### src/rtl/adcCtlPkg.sv
package adcCtlPkg;

  typedef enum logic [1:0] {
    ST_IDLE  = 2'd0,
    ST_RAMP  = 2'd1,
    ST_TRACK = 2'd2
  } adcStateT;

  // Strobes issued by control to the datapath each cycle
  typedef struct packed {
    logic clearCount;
    logic countUp;
    logic countDown;
    logic latchCount;
    logic setValid;
    logic clrValid;
  } adcCtlT;

endpackage

### src/rtl/adcCtlDatapath.sv
module adcCtlDatapath
  import adcCtlPkg::*;
#(
  parameter int WIDTH = 8
) (
  input  logic             clk,
  input  logic             rstN,
  input  adcCtlT           ctl,
  output logic [WIDTH-1:0] dacCode,
  output logic [WIDTH-1:0] resultCode,
  output logic             resultValid,
  output logic             atMax,
  output logic             atZero
);

  localparam logic [WIDTH-1:0] MAX_CODE = '1;

  logic [WIDTH-1:0] countQ;

  always_ff @(posedge clk or negedge rstN) begin
    if (!rstN) begin
      countQ <= '0;
    end else if (ctl.clearCount) begin
      countQ <= '0;
    end else if (ctl.countUp) begin
      countQ <= countQ + 1'b1;
    end else if (ctl.countDown) begin
      countQ <= countQ - 1'b1;
    end
  end

  always_ff @(posedge clk or negedge rstN) begin
    if (!rstN) begin
      resultCode  <= '0;
      resultValid <= 1'b0;
    end else begin
      if (ctl.latchCount) begin
        resultCode <= countQ;
      end
      if (ctl.clrValid) begin
        resultValid <= 1'b0;
      end else if (ctl.setValid) begin
        resultValid <= 1'b1;
      end
    end
  end

  assign dacCode = countQ;
  assign atMax   = (countQ == MAX_CODE);
  assign atZero  = (countQ == '0);

endmodule

### src/rtl/adcCtlControl.sv
module adcCtlControl
  import adcCtlPkg::*;
(
  input  logic   clk,
  input  logic   rstN,
  input  logic   startPulse,
  input  logic   modeTrack,
  input  logic   cmpHigh,
  input  logic   atMax,
  input  logic   atZero,
  output adcCtlT ctl,
  output logic   busy,
  output logic   trackActive,
  output logic   donePulse
);

  adcStateT stateQ, stateD;
  logic     doneD;

  always_comb begin
    stateD = stateQ;
    ctl    = '0;
    doneD  = 1'b0;
    unique case (stateQ)
      ST_IDLE: begin
        if (startPulse) begin
          ctl.clearCount = 1'b1;
          ctl.clrValid   = 1'b1;
          stateD         = modeTrack ? ST_TRACK : ST_RAMP;
        end
      end
      ST_RAMP: begin
        if (cmpHigh || atMax) begin
          ctl.latchCount = 1'b1;
          ctl.setValid   = 1'b1;
          doneD          = 1'b1;
          stateD         = ST_IDLE;
        end else begin
          ctl.countUp = 1'b1;
        end
      end
      ST_TRACK: begin
        if (startPulse) begin
          stateD = ST_IDLE;
        end else begin
          ctl.latchCount = 1'b1;
          ctl.setValid   = 1'b1;
          if (cmpHigh && !atZero) begin
            ctl.countDown = 1'b1;
          end else if (!cmpHigh && !atMax) begin
            ctl.countUp = 1'b1;
          end
        end
      end
      default: stateD = ST_IDLE;
    endcase
  end

  always_ff @(posedge clk or negedge rstN) begin
    if (!rstN) begin
      stateQ    <= ST_IDLE;
      donePulse <= 1'b0;
    end else begin
      stateQ    <= stateD;
      donePulse <= doneD;
    end
  end

  assign busy        = (stateQ != ST_IDLE);
  assign trackActive = (stateQ == ST_TRACK);

endmodule

### src/rtl/adcCounterCtl.sv
module adcCounterCtl
  import adcCtlPkg::*;
#(
  parameter int WIDTH = 8
) (
  input  logic             clk,
  input  logic             rstN,
  input  logic             startPulse,
  input  logic             modeTrack,
  input  logic             cmpHigh,
  output logic [WIDTH-1:0] dacCode,
  output logic [WIDTH-1:0] resultCode,
  output logic             resultValid,
  output logic             busy,
  output logic             donePulse
);

  adcCtlT ctl;
  logic   atMax;
  logic   atZero;
  logic   trackActive;

  adcCtlControl u_control (
    .clk        (clk),
    .rstN       (rstN),
    .startPulse (startPulse),
    .modeTrack  (modeTrack),
    .cmpHigh    (cmpHigh),
    .atMax      (atMax),
    .atZero     (atZero),
    .ctl        (ctl),
    .busy       (busy),
    .trackActive(trackActive),
    .donePulse  (donePulse)
  );

  adcCtlDatapath #(.WIDTH(WIDTH)) u_datapath (
    .clk        (clk),
    .rstN       (rstN),
    .ctl        (ctl),
    .dacCode    (dacCode),
    .resultCode (resultCode),
    .resultValid(resultValid),
    .atMax      (atMax),
    .atZero     (atZero)
  );

endmodule

### config.mk
export PLATFORM = sky130hd
export DESIGN_NAME = adcCounterCtl
export DESIGN_NICKNAME = d
export VERILOG_FILES = /design/src/rtl/adcCtlPkg.sv /design/src/rtl/adcCtlDatapath.sv /design/src/rtl/adcCtlControl.sv /design/src/rtl/adcCounterCtl.sv
export SDC_FILE = /design/constraint.sdc
export NUM_CORES = 1
export LEC_CHECK = 0
export ABC_CLOCK_PERIOD_IN_PS = 4850
export BUFFER_PORTS_ARGS = -buffer_cell sky130_fd_sc_hd__buf_2
export CORE_UTILIZATION = 58
export CTS_CLUSTER_SIZE = 28
export DETAILED_ROUTE_END_ITERATION = 8
export PLACE_DENSITY = 0.83
export SETUP_SLACK_MARGIN = 0.3
export SYNTH_ARGS = -nofsm -noshare
export SYNTH_HDL_FRONTEND = slang
export SYNTH_SLANG_ARGS = --single-unit
### constraint.sdc
create_clock -name clk -period 4.85 [get_ports clk]
set_input_delay 0.2425 -clock clk [delete_from_list [all_inputs] [get_ports clk]]
set_output_delay 0.2425 -clock clk [all_outputs]
set_load 0.02 [all_outputs]
; Word level (Yosys, flattened, before mapping)
; Cells that the tools add are included.
[op_classes]
muxes = 23
eq_ne = 6
add_sub_neg = 2
n_reduce_logical = 12
[ops]
columns = operator, n
row1 = $mux 8, 3
row2 = $mux 1, 11
row3 = $mux 2, 5
row4 = $add 8x1->8 const B, 1
row5 = $eq 8x8->1 const B, 1
row6 = $logic_not 8->1, 1
row7 = $sub 8x1->8 const B, 1
row8 = $pmux 2 s3, 1
row9 = $mux 4, 1
row10 = $ne 2x2->1 const B, 2
row11 = $pmux 2 s2, 1
row12 = $reduce_bool 2->1, 2
row13 = $logic_not 1->1, 3
row14 = $reduce_and 3->1, 1
row15 = $reduce_bool 3->1, 1
row16 = $eq 2x1->1 const B, 1
row17 = $eq 2x2->1 const B, 1
row18 = $logic_and 1x1->1, 2
row19 = $logic_not 2->1, 1
row20 = $ne 2x1->1 const B, 1
row21 = $pmux 1 s2, 1
row22 = $logic_or 1x1->1, 1
[word_totals]
ff_bits = 20
input_bits = 5

; Longest topological paths before layout
[logic_depth]
depth_word = 10
ltp_mapped = 12

; Cells and area by module
; From an unflattened synthesis, not the netlist that was laid out.
[unflattened]
hier_cells = 125
hier_area_um2 = 1272.5
[modules_own_cells]
columns = module, area_each_um2, n_inst, seq_area_each_um2, cells_per_inst
row1 = adcCtlDatapath, 1031.0, 1, 425.4, 101
row2 = adcCtlControl, 241.5, 1, 75.1, 24

; Least setup slack after synthesis
; OpenSTA, ideal clock, no wires.
[synth_path]
path_type = reg2reg
startpoint = register u_control.stateQ[0]
endpoint = register u_datapath.countQ[6], in the netlist u_datapath.dacCode[6]
stages_incl_launch_ff = 12
path_slack_ns = 2.306
setup_time_ns = 0.101
path_buffers = 0
period_less_slack_ns = 2.544
required_ns = 4.749
t_arrival_ns = 2.444
cell_sequence = dfrtp_1 -> inv_1 -> ha_1 -> nor2b_4 -> o21ai_2 -> or2_1 -> ha_1 -> nor2b_1 -> o31a_1 -> o21a_1 -> o21a_1 -> o32ai_1
[synth_via]
elab_chain_len = 4
[synth_lines]
columns = item, line
row1 = start: declaration, adcCtlControl.sv:17  ; adcStateT stateQ, stateD;
row2 = start signal: assignment, adcCtlControl.sv:64  ; stateQ <= stateD;
row3 = $eq 2x2->1 / $eq 2x1->1 (equally long branches), n/a
row4 = $pmux 1 s2, adcCtlControl.sv:24  ; unique case (stateQ)
row5 = $mux 8, adcCtlDatapath.sv:25  ; end else if (ctl.countUp) begin
row6 = $mux 8, adcCtlDatapath.sv:23  ; end else if (ctl.clearCount) begin
row7 = end signal: assignment, adcCtlDatapath.sv:26  ; countQ <= countQ + 1'b1;
row8 = end signal: assignment, adcCtlDatapath.sv:28  ; countQ <= countQ - 1'b1;
row9 = end: declaration, adcCtlDatapath.sv:18  ; logic [WIDTH-1:0] countQ;
; Several ways; a longest one is shown, not always the timed one.
; A chain may end at the register's enable or synchronous reset.

; Worst setup path in the final report
; Ends and elaborated chain as after synthesis.

==> metrics.txt <==
status finished, final reports clean; Synth-to-Final Area Change 15.2%; pre-CTS setup slack 2.06 ns; Fmax between 0.3 and 0.4 GHz; crit end category flip-flop; Finish-stage setup viols 0; reg-to-reg endpoint u_datapath.dacCode[6]$_DFFE_PN0P_; Max-cap violations 0; grt ovf 0; flop2flop setup slack 2.01 ns; most common cell after layout, fill and taps aside buf_2; Hold/Removal Path Class input port to flip-flop; Die Ht 48.6 microns; Rows 16; Pwr Density 610 mW/mm^2; fin crit period ~2.8 ns; worst setup path end u_datapath.dacCode[6]$_DFFE_PN0P_; Slew Viols, Final 0; Ys Warns 0; Die ar. 0.00236 sq mm; Worst Path Required 5.06 ns; Worst setup SP type flip-flop; CTS resizes 0; Async SR Flop Fraction 100%; Ant. Diodes 0; fin util 72.5%; antenna violations before repair 0; Num CTS Buffers 3; Mapped Nets between 100 and 150; EDFF count, synth 0; maximum vdd ir drop 334 uV; multi-input combinational cell area 726 sq um; Detail Route Antenna Nets 0; commonest non-fill, non-tap cells in the layout 23 x buf_2, 20 x dfrtp_1, 10 x nand2_1; Root Driver clkbuf_4; wirelength, routed 2710 microns; DP Area 0.00141 sq mm; Slew @ Worst Pin 0.438 ns; TritonCTS clock tree yes; Sink Count 20; CP startpoint u_control.stateQ[0]$_DFFE_PN0P_; Max FO, Critical Path 8; drt via density roughly 6.0; Final GP Congestion 0.850; CTS H-tree lvls 1; CP arrival ~3.1 ns; Final nets 158; Clock Skew 0.00239 ns; Vias 1,011; RSZ-0062 raised after global routing false; #FFs+latches synth 20; final std cells w/o fill 169; vias in the first global route 1,068; crit path setup slack, layout between 2 and 2.5 ns; Fillers 150; ys flop type dfrtp_1; Detail Placement HPWL 2100 microns; gr usage total 27.2%; Die Span X 48.6 microns; initial core utilization 62.9%; Clock Latency Late Sink 0.30 ns; post-synthesis cell type count 39; Final Cycle Share 58.6%; placed insts 164; first drt pass iteration count 4; register area share after synthesis about two fifths; setup TNS 0 ns; DRC 0; first-pass GRT wire length 4930 microns; r2r startpoint u_control.stateQ[0]$_DFFE_PN0P_; num ports 24; clk slew on worst S/H paths between 0.1 and 0.15 ns; worst-case reg-to-reg path depth 11; Syn Area/Cell roughly 11 sq um; Worst slew margin 70.8%; layout cells sized above 1 32.4%; core area 0.00200 sq mm; final hold violation count 0; largest net degree at the start of global routing 21; Port Buffer Count 23; register area 500 sq um; gate count of the mapped netlist 115; Mapped Area between 0.001 and 0.0015 sq mm; leakage power 0.728 nW; final instance area 0.00145 sq mm; deepest clock path buffer count 2; DR WL/cell approximately 16 microns; 1st-iter DRT viols 24; crit path kind flip-flop to flip-flop
## cell families after synthesis
family	after synthesis	synth area share (%)
muxes	11	11.9
DFF	20	39.7
buffers and inverters	9	2.68
adders and majority gates	10	10.5
AOI/OAI and AO/OA	29	18.7
xor gates and xnor gates	4	2.78
and+or+nand+nor	32	13.7
## worst max-delay path, stage by stage, from the launching register on
cell,delay [ns]
dfrtp_1,0.42
inv_1,0.12
ha_1,0.18
nor2b_4,0.23
o21ai_2,0.11
or2_1,0.33
ha_1,0.37
nor2b_1,0.17
o31a_1,0.25
o21a_1,0.18
o21a_1,0.16
o32ai_1,0.22
## repair_timing
item | in CTS | in global routing
setup buffers | 0 | 0
hold buffers | 1 | 0
hold endpoints to repair | 20 | 0
## state kept, by name, indices dropped and copies added (netlist names)
register and cells:
u_datapath.dacCode 8, u_datapath.resultCode 8, u_control.stateQ 2, u_control.donePulse 1, u_datapath.resultValid 1
## report_power, final
group	switching (mW)	internal, mW
logic	0.288	0.231
registers	0.0497	0.217
clock network	0.0531	0.0458
total	0.391	0.494
## layer usage
metal / part of all wire [%] / track usage, %
met1: 44 / 33.4
met2: 49 / 47.5
met3: 3.7 / 3.14
met4: 2.7 / 12.7
met5: 0 / 0
## cell usage after synthesis, drive strengths merged, types with 3 or more instances
master  count  area, sq um
ha          9          113
o21a        3         22.5
mux2i       3         30.0
dfrtp      20          500
o21ai       8         66.3
nand2      10         37.5
xnor2       3         26.3
inv         8         30.0
nor2        9         33.8
or4         3         30.0
mux2        8          120
a21oi       5         25.0
nor2b       3         28.8
## area by class of cell
class / count / area share (%)
clock buffer: 4 / 2.50
inverter: 8 / 2.07
multi-input combinational: 86 / 50.0
sequential: 20 / 34.5
tap: 27 / 2.33
timing repair buffer: 24 / 8.62
## worst min path at each step
stage / startpoint / end / slack (ns) / cells after the start
after floorplan: rstN / u_control.donePulse$_DFF_PN0_ / -0.05 / 0
after global placement: rstN / u_control.donePulse$_DFF_PN0_ / 0.21 / 1
after detailed placement: rstN / u_datapath.resultCode[5]$_DFFE_PN0P_ / 0.21 / 1
after CTS: modeTrack / u_control.stateQ[0]$_DFFE_PN0P_ / 0.12 / 2
after global routing: modeTrack / u_control.stateQ[0]$_DFFE_PN0P_ / 0.13 / 2
final: modeTrack / u_control.stateQ[0]$_DFFE_PN0P_ / 0.12 / 2
## per-stage QoR
step | power [mW] | hold WS [ns]
3_3_place_gp | 0.758 | 0.208
5_1_grt | 0.952 | 0.129
4_1_cts | 0.884 | 0.120
6_report | 0.885 | 0.122
2_1_floorplan | 0.662 | -0.0531
3_5_place_dp | 0.787 | 0.211
Power figures use the tool's default switching activity.
